## config.mk

```make
export PLATFORM = sky130hd
export DESIGN_NAME = usb_pkt_serializer
export DESIGN_NICKNAME = d
export VERILOG_FILES = /design/src/rtl/usb_ser_pkg.sv /design/src/rtl/usb_ser_stuffer.sv /design/src/rtl/usb_ser_sequencer.sv /design/src/rtl/usb_ser_line.sv /design/src/rtl/usb_pkt_serializer.sv
export SDC_FILE = /design/constraint.sdc
export NUM_CORES = 1
export LEC_CHECK = 0
export BUFFER_PORTS_ARGS = -buffer_cell sky130_fd_sc_hd__buf_2
export CAP_MARGIN = 15
export CORE_UTILIZATION = 57
export CTS_BUF_LIST = sky130_fd_sc_hd__clkbuf_4 sky130_fd_sc_hd__clkbuf_8 sky130_fd_sc_hd__clkbuf_16
export DETAILED_ROUTE_END_ITERATION = 16
export PLACE_DENSITY_LB_ADDON = 0.05
export RECOVER_POWER = 25
export SYNTH_ARGS = -nofsm -noshare
export SYNTH_HDL_FRONTEND = slang
export SYNTH_HIERARCHICAL = 1
export SYNTH_SLANG_ARGS = --single-unit
```

## constraint.sdc

```tcl
create_clock -name clk -period 2.4 [get_ports clk]
set_input_delay 0.48 -clock clk [delete_from_list [all_inputs] [get_ports clk]]
set_output_delay 0.48 -clock clk [all_outputs]
set_load 0.02 [all_outputs]
```

## src/rtl/usb_ser_pkg.sv

```systemverilog
package usb_ser_pkg;

   // Number of synchronisation bits and their unencoded values, LSB sent first
   localparam int SYNC_W = 8;
   localparam logic [SYNC_W-1:0] SYNC_PAT = {1'b1, {(SYNC_W-1){1'b0}}};

   // Symbol handed from the sequencer to the line stage for one bit period
   typedef enum logic [1:0] {
      SYM_OFF  = 2'd0,
      SYM_DATA = 2'd1,
      SYM_SE0  = 2'd2,
      SYM_J    = 2'd3
   } sym_kind_t;

   typedef enum logic [2:0] {
      ST_IDLE = 3'd0,
      ST_SYNC = 3'd1,
      ST_DATA = 3'd2,
      ST_EOP  = 3'd3,
      ST_TAIL = 3'd4
   } seq_state_t;

endpackage

```

## src/rtl/usb_ser_stuffer.sv

```systemverilog
module usb_ser_stuffer
   import usb_ser_pkg::*;
#(
   parameter int RUN_LIMIT = 6
) (
   input  logic      clk,
   input  logic      rst_n,
   input  logic      bit_stb,
   input  sym_kind_t sym_kind,
   input  logic      sym_bit,
   output logic      stuff_due
);

   localparam int RUN_W = $clog2(RUN_LIMIT + 1);
   localparam logic [RUN_W-1:0] RUN_TOP = RUN_W'(RUN_LIMIT);

   logic [RUN_W-1:0] run_q;

   always_ff @(posedge clk or negedge rst_n) begin
      if (!rst_n) begin
         run_q <= '0;
      end else if (bit_stb) begin
         if (sym_kind == SYM_DATA && sym_bit) run_q <= run_q + 1'b1;
         else                                 run_q <= '0;
      end
   end

   assign stuff_due = (run_q == RUN_TOP);


   run_limit_chk: assert property (@(posedge clk) disable iff (!rst_n)
      run_q <= RUN_TOP);


   stuff_zero_chk: assert property (@(posedge clk) disable iff (!rst_n)
      (bit_stb && stuff_due) |-> (sym_kind == SYM_DATA && !sym_bit));

endmodule

```

## src/rtl/usb_ser_sequencer.sv

```systemverilog
module usb_ser_sequencer
   import usb_ser_pkg::*;
#(
   parameter int DATA_W  = 8,
   parameter int SE0_LEN = 2
) (
   input  logic              clk,
   input  logic              rst_n,
   input  logic              bit_stb,
   input  logic [DATA_W-1:0] byte_data,
   input  logic              byte_valid,
   input  logic              byte_first,
   input  logic              byte_last,
   input  logic              stuff_due,
   output logic              byte_ready,
   output sym_kind_t         sym_kind,
   output logic              sym_bit
);

   localparam int BIT_W  = $clog2(DATA_W);
   localparam int SYNC_IW = $clog2(SYNC_W);
   localparam int SE0_W  = $clog2(SE0_LEN + 1);
   localparam logic [BIT_W-1:0]   BIT_LAST  = BIT_W'(DATA_W - 1);
   localparam logic [SYNC_IW-1:0] SYNC_LAST = SYNC_IW'(SYNC_W - 1);
   localparam logic [SE0_W-1:0]   SE0_TOP   = SE0_W'(SE0_LEN);

   initial begin : param_chk
      assert (DATA_W >= 2 && (DATA_W & (DATA_W - 1)) == 0)
         else $error("DATA_W must be a power of two");
      assert (SE0_LEN >= 1) else $error("SE0_LEN must be at least 1");
   end

   seq_state_t          state_q, state_d;
   logic [SYNC_IW-1:0]  sync_idx_q, sync_idx_d;
   logic [BIT_W-1:0]    bit_idx_q, bit_idx_d;
   logic [SE0_W-1:0]    se0_cnt_q, se0_cnt_d;
   logic [DATA_W-1:0]   shreg_q, shreg_d;
   logic                done_q, done_d;

   always_comb begin
      state_d    = state_q;
      sync_idx_d = sync_idx_q;
      bit_idx_d  = bit_idx_q;
      se0_cnt_d  = se0_cnt_q;
      shreg_d    = shreg_q;
      done_d     = done_q;
      byte_ready = 1'b0;
      sym_kind   = SYM_OFF;
      sym_bit    = 1'b1;
      unique case (state_q)
         ST_IDLE: begin
            if (byte_valid && byte_first) begin
               sym_kind = SYM_DATA;
               sym_bit  = SYNC_PAT[0];
               if (bit_stb) begin
                  state_d    = ST_SYNC;
                  sync_idx_d = SYNC_IW'(1);
               end
            end else if (byte_valid) begin
               // stray byte outside a packet: swallow it
               byte_ready = bit_stb;
            end
         end
         ST_SYNC: begin
            sym_kind = SYM_DATA;
            sym_bit  = SYNC_PAT[sync_idx_q];
            if (bit_stb) begin
               if (sync_idx_q == SYNC_LAST) begin
                  state_d   = ST_DATA;
                  bit_idx_d = '0;
                  done_d    = 1'b0;
               end else begin
                  sync_idx_d = sync_idx_q + 1'b1;
               end
            end
         end
         ST_DATA: begin
            if (stuff_due) begin
               sym_kind = SYM_DATA;
               sym_bit  = 1'b0;
            end else if (bit_idx_q == '0) begin
               if (!done_q && byte_valid) begin
                  sym_kind   = SYM_DATA;
                  sym_bit    = byte_data[0];
                  byte_ready = bit_stb;
                  if (bit_stb) begin
                     shreg_d   = byte_data;
                     bit_idx_d = BIT_W'(1);
                     done_d    = byte_last;
                  end
               end else begin
                  sym_kind = SYM_SE0;
                  if (bit_stb) begin
                     state_d   = ST_EOP;
                     se0_cnt_d = SE0_W'(1);
                  end
               end
            end else begin
               sym_kind = SYM_DATA;
               sym_bit  = shreg_q[bit_idx_q];
               if (bit_stb) begin
                  bit_idx_d = (bit_idx_q == BIT_LAST) ? '0 : bit_idx_q + 1'b1;
               end
            end
         end
         ST_EOP: begin
            if (se0_cnt_q < SE0_TOP) begin
               sym_kind = SYM_SE0;
               if (bit_stb) se0_cnt_d = se0_cnt_q + 1'b1;
            end else begin
               sym_kind = SYM_J;
               if (bit_stb) state_d = ST_TAIL;
            end
         end
         ST_TAIL: begin
            sym_kind = SYM_OFF;
            if (bit_stb) state_d = ST_IDLE;
         end
         default: state_d = ST_IDLE;
      endcase
   end

   always_ff @(posedge clk or negedge rst_n) begin
      if (!rst_n) begin
         state_q    <= ST_IDLE;
         sync_idx_q <= '0;
         bit_idx_q  <= '0;
         se0_cnt_q  <= '0;
         shreg_q    <= '0;
         done_q     <= 1'b0;
      end else begin
         state_q    <= state_d;
         sync_idx_q <= sync_idx_d;
         bit_idx_q  <= bit_idx_d;
         se0_cnt_q  <= se0_cnt_d;
         shreg_q    <= shreg_d;
         done_q     <= done_d;
      end
   end


   ready_first_bit_chk: assert property (@(posedge clk) disable iff (!rst_n)
      (byte_ready && byte_valid && byte_first == 1'b0 && state_q == ST_DATA)
         |-> (sym_kind == SYM_DATA && sym_bit == byte_data[0] && !stuff_due));


   ready_on_stb_chk: assert property (@(posedge clk) disable iff (!rst_n)
      byte_ready |-> bit_stb);

endmodule

```

## src/rtl/usb_ser_line.sv

```systemverilog
module usb_ser_line
   import usb_ser_pkg::*;
#(
   parameter bit LOW_SPEED = 1'b0
) (
   input  logic      clk,
   input  logic      rst_n,
   input  logic      bit_stb,
   input  sym_kind_t sym_kind,
   input  logic      sym_bit,
   output logic      line_dp,
   output logic      line_dm,
   output logic      line_oe
);

   // lvl_q = 1 means the J state, 0 means K
   logic lvl_q, se0_q, oe_q;
   logic armed_q;

   always_ff @(posedge clk or negedge rst_n) begin
      if (!rst_n) begin
         lvl_q <= 1'b1;
         se0_q <= 1'b0;
         oe_q  <= 1'b0;
      end else if (bit_stb) begin
         unique case (sym_kind)
            SYM_DATA: begin
               lvl_q <= sym_bit ? lvl_q : ~lvl_q;
               se0_q <= 1'b0;
               oe_q  <= 1'b1;
            end
            SYM_SE0: begin
               lvl_q <= 1'b1;
               se0_q <= 1'b1;
               oe_q  <= 1'b1;
            end
            SYM_J: begin
               lvl_q <= 1'b1;
               se0_q <= 1'b0;
               oe_q  <= 1'b1;
            end
            default: begin
               lvl_q <= 1'b1;
               se0_q <= 1'b0;
               oe_q  <= 1'b0;
            end
         endcase
      end
   end

   generate
      if (LOW_SPEED) begin : g_low
         assign line_dp = !se0_q && !lvl_q;
         assign line_dm = !se0_q &&  lvl_q;
      end else begin : g_full
         assign line_dp = !se0_q &&  lvl_q;
         assign line_dm = !se0_q && !lvl_q;
      end
   endgenerate

   assign line_oe = oe_q;

   always_ff @(posedge clk or negedge rst_n) begin
      if (!rst_n) armed_q <= 1'b0;
      else        armed_q <= 1'b1;
   end


   hold_between_chk: assert property (@(posedge clk) disable iff (!rst_n)
      (armed_q && !$past(bit_stb)) |-> $stable({lvl_q, se0_q, oe_q}));


   release_after_j_chk: assert property (@(posedge clk) disable iff (!rst_n)
      (armed_q && $fell(oe_q)) |-> ($past(lvl_q) && !$past(se0_q)));


   data_toggle_chk: assert property (@(posedge clk) disable iff (!rst_n)
      (armed_q && $past(bit_stb && sym_kind == SYM_DATA && !sym_bit))
         |-> (lvl_q != $past(lvl_q)));

endmodule

```

## src/rtl/usb_pkt_serializer.sv

```systemverilog
module usb_pkt_serializer
   import usb_ser_pkg::*;
#(
   parameter int DATA_W    = 8,
   parameter int RUN_LIMIT = 6,
   parameter int SE0_LEN   = 2,
   parameter bit LOW_SPEED = 1'b0
) (
   input  logic              clk,
   input  logic              rst_n,
   input  logic              bit_stb,
   input  logic [DATA_W-1:0] byte_data,
   input  logic              byte_valid,
   input  logic              byte_first,
   input  logic              byte_last,
   output logic              byte_ready,
   output logic              line_dp,
   output logic              line_dm,
   output logic              line_oe
);

   initial begin : param_chk
      assert (RUN_LIMIT >= 1) else $error("RUN_LIMIT must be at least 1");
   end

   sym_kind_t sym_kind;
   logic      sym_bit;
   logic      stuff_due;

   usb_ser_sequencer #(
      .DATA_W  (DATA_W),
      .SE0_LEN (SE0_LEN)
   ) u_seq (
      .clk        (clk),
      .rst_n      (rst_n),
      .bit_stb    (bit_stb),
      .byte_data  (byte_data),
      .byte_valid (byte_valid),
      .byte_first (byte_first),
      .byte_last  (byte_last),
      .stuff_due  (stuff_due),
      .byte_ready (byte_ready),
      .sym_kind   (sym_kind),
      .sym_bit    (sym_bit)
   );

   usb_ser_stuffer #(
      .RUN_LIMIT (RUN_LIMIT)
   ) u_stuff (
      .clk       (clk),
      .rst_n     (rst_n),
      .bit_stb   (bit_stb),
      .sym_kind  (sym_kind),
      .sym_bit   (sym_bit),
      .stuff_due (stuff_due)
   );

   usb_ser_line #(
      .LOW_SPEED (LOW_SPEED)
   ) u_line (
      .clk      (clk),
      .rst_n    (rst_n),
      .bit_stb  (bit_stb),
      .sym_kind (sym_kind),
      .sym_bit  (sym_bit),
      .line_dp  (line_dp),
      .line_dm  (line_dm),
      .line_oe  (line_oe)
   );

endmodule

```

### Word level (Yosys, flattened, before mapping)

Memory sizes are Yosys's and may differ from the RTL's.
Cells that the tools add are included.

| storage, ports and cells | value |
|---|---|
| memories | 1 |
| logic and storage cells | 131 |
| bits in read-only memories | 8 |
| flip-flop bits (word level) | 26 |
| input port bits | 14 |
| output and inout bits | 4 |

| cells by class | value |
|---|---|
| equal/unequal tests | 28 |
| magnitude comparators | 3 |
| $add $sub $neg | 4 |
| multiplexer cells | 62 |
| reductions and logical operators | 21 |
| bitwise gates (word level) | 2 |

Memories:

| memory | words | width | read ports | clocked after Yosys merged registers in | write ports | RTL line | RTL |
|---|---|---|---|---|---|---|---|
| (no name shown) | 8 | 1 | 1 | 0 | 0 | usb_ser_sequencer.sv:66 | `sym_bit = SYNC_PAT[sync_idx_q];` |

Operators with widths:

| kind | number |
|---|---|
| 3-bit two-way mux | 21 |
| 1-bit two-way mux | 23 |
| 7-bit AND reduction | 3 |
| 2-bit inequality test, second input constant | 10 |
| 2-bit two-way mux | 9 |
| 3-bit case mux with 5 select lines | 1 |
| 3-bit equality test, second input constant | 4 |
| 3-bit case mux with 2 select lines | 2 |
| 11-bit AND reduction | 1 |
| 2-bit by 1-bit inequality test with 1-bit output, second input constant | 5 |
| 5-bit AND reduction | 2 |
| 3-bit by 1-bit adder with 3-bit output, second input constant | 3 |
| 3-bit by 4-bit less-than comparator with 1-bit output, second input constant | 2 |
| 2-bit case mux with 4 select lines | 1 |
| 3-bit by 2-bit equality test with 1-bit output, second input constant | 2 |
| 3-bit logical NOT | 2 |
| 3-bit inequality test, second input constant | 2 |
| 2-bit nonzero test | 3 |
| 1-bit logical AND | 5 |
| 2-bit equality test, second input constant | 2 |
| 1-bit case mux with 2 select lines | 2 |
| 2-bit case mux with 2 select lines | 1 |
| 1-bit binary-select mux with 3-bit select | 1 |
| 3-bit by 1-bit equality test with 1-bit output, second input constant | 1 |
| other kinds (9) | 12 |

### Longest topological paths before layout

| depth | value |
|---|---|
| depth after elaboration | 9 |
| depth in mapped cells | 8 |
| depth with buffers taken out | 8 |

### Hierarchy

Netlist, hierarchy kept.

Modules (own cells, without submodules):

| module | area each (um2) | cells an instance | sequential area each (um2) | times used |
|---|---|---|---|---|
| usb_ser_sequencer | 1266.2 | 121 | 500.5 | 1 |
| usb_ser_stuffer | 187.7 | 18 | 75.1 | 1 |
| usb_ser_line | 146.4 | 14 | 76.3 | 1 |

### Least setup slack after synthesis

OpenSTA, ideal clock, no wires.

| path | value |
|---|---|
| path kind | reg-to-reg |
| start point | reg u_seq.bit_idx_q[0] |
| end point | reg u_line.lvl_q |
| setup slack | 388 ps |
| clock period less this slack | 2012 ps |
| stages on the path, launching flop included | 9 |
| library setup time | 83 ps |
| buffers on the path | 0 |
| data required time | 2317 ps |
| data arrival time | 1928 ps |
| path through | dfrtp_1 > inv_1 > ha_1 > a2111oi_0 > o31ai_1 > a311o_1 > nor2b_1 > mux2i_1 > o32a_1 |

| on the way | value |
|---|---|
| longest elaborated chain between the ends | 7 |
| elaborated cells on any way between the ends | 13 |
| classes of those cells | eq/ne (2); mux (9); reduce/logical (2) |

Ends and longest elaborated chain:

| element | RTL line | RTL |
|---|---|---|
| from (decl) | usb_ser_sequencer.sv:35 | `logic [BIT_W-1:0] bit_idx_q, bit_idx_d;` |
| from (signal assigned) | usb_ser_sequencer.sv:134 | `bit_idx_q <= bit_idx_d;` |
| 1-bit binary-select mux with 3-bit select | usb_ser_sequencer.sv:100 | `sym_bit = shreg_q[bit_idx_q];` |
| 1-bit two-way mux (not written as such) | usb_ser_sequencer.sv:100 |  |
| 1-bit two-way mux (*) | usb_ser_sequencer.sv:81 | `end else if (bit_idx_q == '0) begin` |
| 1-bit two-way mux (*) | usb_ser_sequencer.sv:78 | `if (stuff_due) begin` |
| 1-bit case mux with 3 select lines (*) | usb_ser_sequencer.sv:50 | `unique case (state_q)` |
| via sym_bit | usb_pkt_serializer.sv:27 | `logic sym_bit;` |
| 2-bit inequality test (no source line) (*) | n/a |  |
| 2-bit AND reduction (no source line) (*) | n/a |  |
| to (signal assigned) | usb_ser_line.sv:28 | `lvl_q <= sym_bit ? lvl_q : ~lvl_q;` |
| to (decl) | usb_ser_line.sv:17 | `logic lvl_q, se0_q, oe_q;` |

The timed path passes the listed nets; every way through them passes the cells marked *. The select of a mux whose other input is x is not followed.
A chain may end at the register's enable or synchronous reset.

### Worst setup path after layout

| path | value |
|---|---|
| start point | reg u_seq.state_q[2] |
| end point | out byte_ready |

| on the way | value |
|---|---|
| longest elaborated chain between the ends | 2 |
| elaborated cells on any way between the ends | 3 |
| classes of those cells | eq/ne (1); mux (1); reduce/logical (1) |

Ends and longest elaborated chain:

| element | RTL line | RTL |
|---|---|---|
| from (decl) | usb_ser_sequencer.sv:33 | `seq_state_t state_q, state_d;` |
| from (signal assigned) | usb_ser_sequencer.sv:132 | `state_q <= state_d;` |
| 3-bit by 2-bit equality test with 1-bit output or 3-bit logical NOT (tied branches) | usb_ser_sequencer.sv:50 |  |
| 1-bit case mux with 2 select lines (*) | usb_ser_sequencer.sv:50 |  |
| to (decl) | usb_pkt_serializer.sv:16 | `output logic byte_ready,` |

Every way passes the cells marked *; elsewhere a longest branch is shown, timed or not.

==> results.ini <==
[timing]
fin_crit_sh = 0.943
relSlewSlack = 0.0579
worst_slew_pin_slew_ps = 1410
clock_skew_ps = 4.40
fmax_mhz = 442
setup_viol = 0
fin_crit_ps = 2260
final_hold_viol_count = 0
drv_slew = 0
timing.setup.tns_ps = 0
rsz0062_at_grt = no

[floorplanning]
fp.dieH_um = 55.0
initial_utilization = 0.623
die_area_sq_um = 3020
coreArea_sq_um = 2570
boundaryPins = 18
rows = 18
die_w_um = 55.0

[clock_network]
cts.sinks = 26
cts_tree = done
clk_path_buf_depth = 2
cts_inserted_buffers = 3
worstSkewPairLatency_ps = 320
cts_htree_levels = 1
cts_root_buf = clkbuf_4
clkSlewWorstSetupHoldPaths_ps = 140

[grt]
grt_max_degree = 27
grt_pass1_vias = 1153
track_usage = 0.244
grt.overflow.total = 0
grt_pass1_wl_um = 5200
antenna_found_initial = 0

[finish]
num_antenna_cells = 0
filler_cell_count = 215
layout.nets = 195
syn2layout_area_growth_pct = 10.4
finalInstanceArea_sq_um = 1770
final-instance-count-excl-fill = 203
drive_gt1_frac = 0.295

[synthesis]
yosysMostFrequentCell = dfrtp_1
synthAdderAreaFrac = 0.0547
synth_top_family_by_area = simple AND/OR/NAND/NOR gates
syn-num-nets = 174
synth_edf_count = 0
ys_async_sr_fraction = 1.00
synth_top_area_share = 0.391
ys.flop_type = dfrtp_1
syn_area_sq_um = 1600
yosys.cell_types.count = 48
synth-compound-area-share = 0.172
post_synth_mux_area_share = 0.114
synth_area_leaders = dfrtp_1, mux2_2, ha_1
syn_area_per_cell_sq_um = 10.5
synthCells = 153
yosys_warnings = 6
ys_ff_latch = 26
synth_xor_xnor_area_share = 0
synth_common_cells = dfrtp_1, nor2_1, nand2_1
synth.largest_area_cell = dfrtp_1
yosys.area_share.simple = 0.211
seq_area_frac_synth = 0.407

[setup_path]
cpPeakStageDelay_ps = 540
cp_slowest_cell = dfrtp_1
worstSetupStartpointType = flip-flop
crit_family = simple AND/OR/NAND/NOR gates
crit_cells = 5
regToRegStartpoint = u_seq/bit_idx_q[0]$_DFFE_PN0P_
cp_cell_sequence = nor3b_4 > and2b_4 > nand4_4 > nand2_1 > buf_2
cp.required_ps = 1920
path_max_fanout = 9
crit_type = reg2out
arrival_ps = 1780
r2r_end = u_line/lvl_q$_DFFE_PN1P_
path_buf_inv = 1
reg2reg_depth = 8
crit_path_start = u_seq/state_q[2]$_DFFE_PN0P_
rrSetupSlack_ps = 200
crit_path_end_kind = primary output
endpoint = byte_ready

[place]
placed_cell_area_sq_um = 1710
dp_cells = 198
port_buffers = 17
gp_congestion = 0.768
hpwl_um = 2330

[power_and_ir_drop]
p_int_mw = 0.974
power_frac_seq = 0.427
share_comb_of_total_power = 0.442
leakagePower_nw = 0.843
ir_worst_vdd_mv = 0.615
p_sw_mw = 0.604
powerDensity_nw_per_um2 = 893
power_frac_clock = 0.131
swShare = 0.383

[drt]
wl_um = 3160
dr.first_iter.drc_count = 41
routed_via_density = 6.04
vias = 1226
drc_errors = 0
wl_per_cell_um = 15.6
dr.pass1.iters = 4
antenna_left = 0

[run_status]
status = completed

[job]
cap_violations = 0

[hold_path]
hold_class = in2reg

==> routing by layer <==
metal	routed length, um	part of all wire	GRT usage	vias to the layer above
met5	0	0	0	-
met4	27	0.0085	0.0833	0
met3	91	0.029	0.0410	4
met2	1570	0.50	0.412	29
met1	1470	0.47	0.314	599
li1	-	-	-	594
==> logic make-up after synthesis <==
family          Yosys count
compound gates           36
fa+ha+maj                 7
buf+inv                  13
flops                    26
mux                      16
simple gates             55
==> flip-flops by register name, indices dropped and copies added (netlist names) <==
register          count
u_line/line_oe        1
u_seq/sync_idx_q      3
u_line/se0_q          1
u_seq/state_q         3
u_seq/shreg_q         8
u_line/lvl_q          1
u_stuff/run_q         3
u_seq/done_q          1
u_seq/bit_idx_q       3
u_seq/se0_cnt_q       2
==> worst min path at each step <==
stage | from | to | slack (ps) | cells past startpoint
floorplan | rst_n | u_line/line_oe$_DFFE_PN0P_ | 180 | 0
global placement | u_seq/sync_idx_q[0]$_DFFE_PN0P_ | u_seq/sync_idx_q[0]$_DFFE_PN0P_ | 470 | 1
detailed placement | u_seq/sync_idx_q[0]$_DFFE_PN0P_ | u_seq/sync_idx_q[0]$_DFFE_PN0P_ | 490 | 1
CTS | rst_n | u_seq/sync_idx_q[2]$_DFFE_PN0P_ | 140 | 1
global route | byte_data[2] | u_seq/shreg_q[2]$_DFFE_PN0P_ | 360 | 2
finish | byte_data[3] | u_seq/shreg_q[3]$_DFFE_PN0P_ | 380 | 2
==> cell usage in the layout, fill, tap and decap left out, types with 3 or more instances in the layout <==
| cell type | netlist | routed |
|---|---|---|
| dfrtp_1 | 25 | 23 |
| buf_2 | 1 | 16 |
| nor2_1 | 11 | 11 |
| nand2_1 | 9 | 9 |
| a21oi_1 | 8 | 8 |
| nand2b_1 | 8 | 8 |
| mux2_2 | 8 | 8 |
| nor2b_1 | 8 | 7 |
| inv_1 | 7 | 7 |
| mux2i_1 | 7 | 7 |
| ha_1 | 7 | 7 |
| nand3b_1 | 6 | 6 |
| buf_4 | 2 | 5 |
| clkbuf_4 | 0 | 4 |
| nand3_1 | 4 | 4 |
| a31o_2 | 3 | 3 |
==> power by group through the flow <==
stage | Combinational [mW] | Sequential, mW | Clock, mW
6_report | 0.697 | 0.674 | 0.206
5_1_grt | 0.784 | 0.692 | 0.228
4_1_cts | 0.673 | 0.669 | 0.216
3_5_place_dp | 0.671 | 0.677 | 0
3_3_place_gp | 0.637 | 0.667 | 0
2_1_floorplan | 0.542 | 0.641 | 0
==> per-stage QoR <==
step / utilization / setup WS (ps) / hold slack (ps) / power (mW)
floorplan: - / 388 / 184 / 1.18
global placement: 0.668 / 291 / 466 / 1.30
detailed placement: 0.668 / 122 / 488 / 1.35
CTS: 0.679 / 54.8 / 140 / 1.56
global route: 0.688 / 17.5 / 364 / 1.70
finish: 0.688 / 136 / 380 / 1.58
==> repair_timing <==
action | CTS | global route
setup buffers | 0 | 1
endpoints found under the hold margin | 0 | 0
setup endpoints to repair | 0 | 2
resized for setup | 0 | 6
hold buffers | 0 | 0
==> cell type report <==
| cell class | instances | area, sq um | share of cell area |
|---|---|---|---|
| Timing Repair Buffer | 22 | 121 | 0.0687 |
| Multi-Input combinational cell | 114 | 897 | 0.508 |
| Tap cell | 30 | 37.5 | 0.0212 |
| Sequential cell | 26 | 654 | 0.370 |
| Clock buffer | 4 | 30.0 | 0.0170 |
| Inverter | 7 | 26.3 | 0.0149 |
Note: power is estimated with default switching activity, not from simulation.
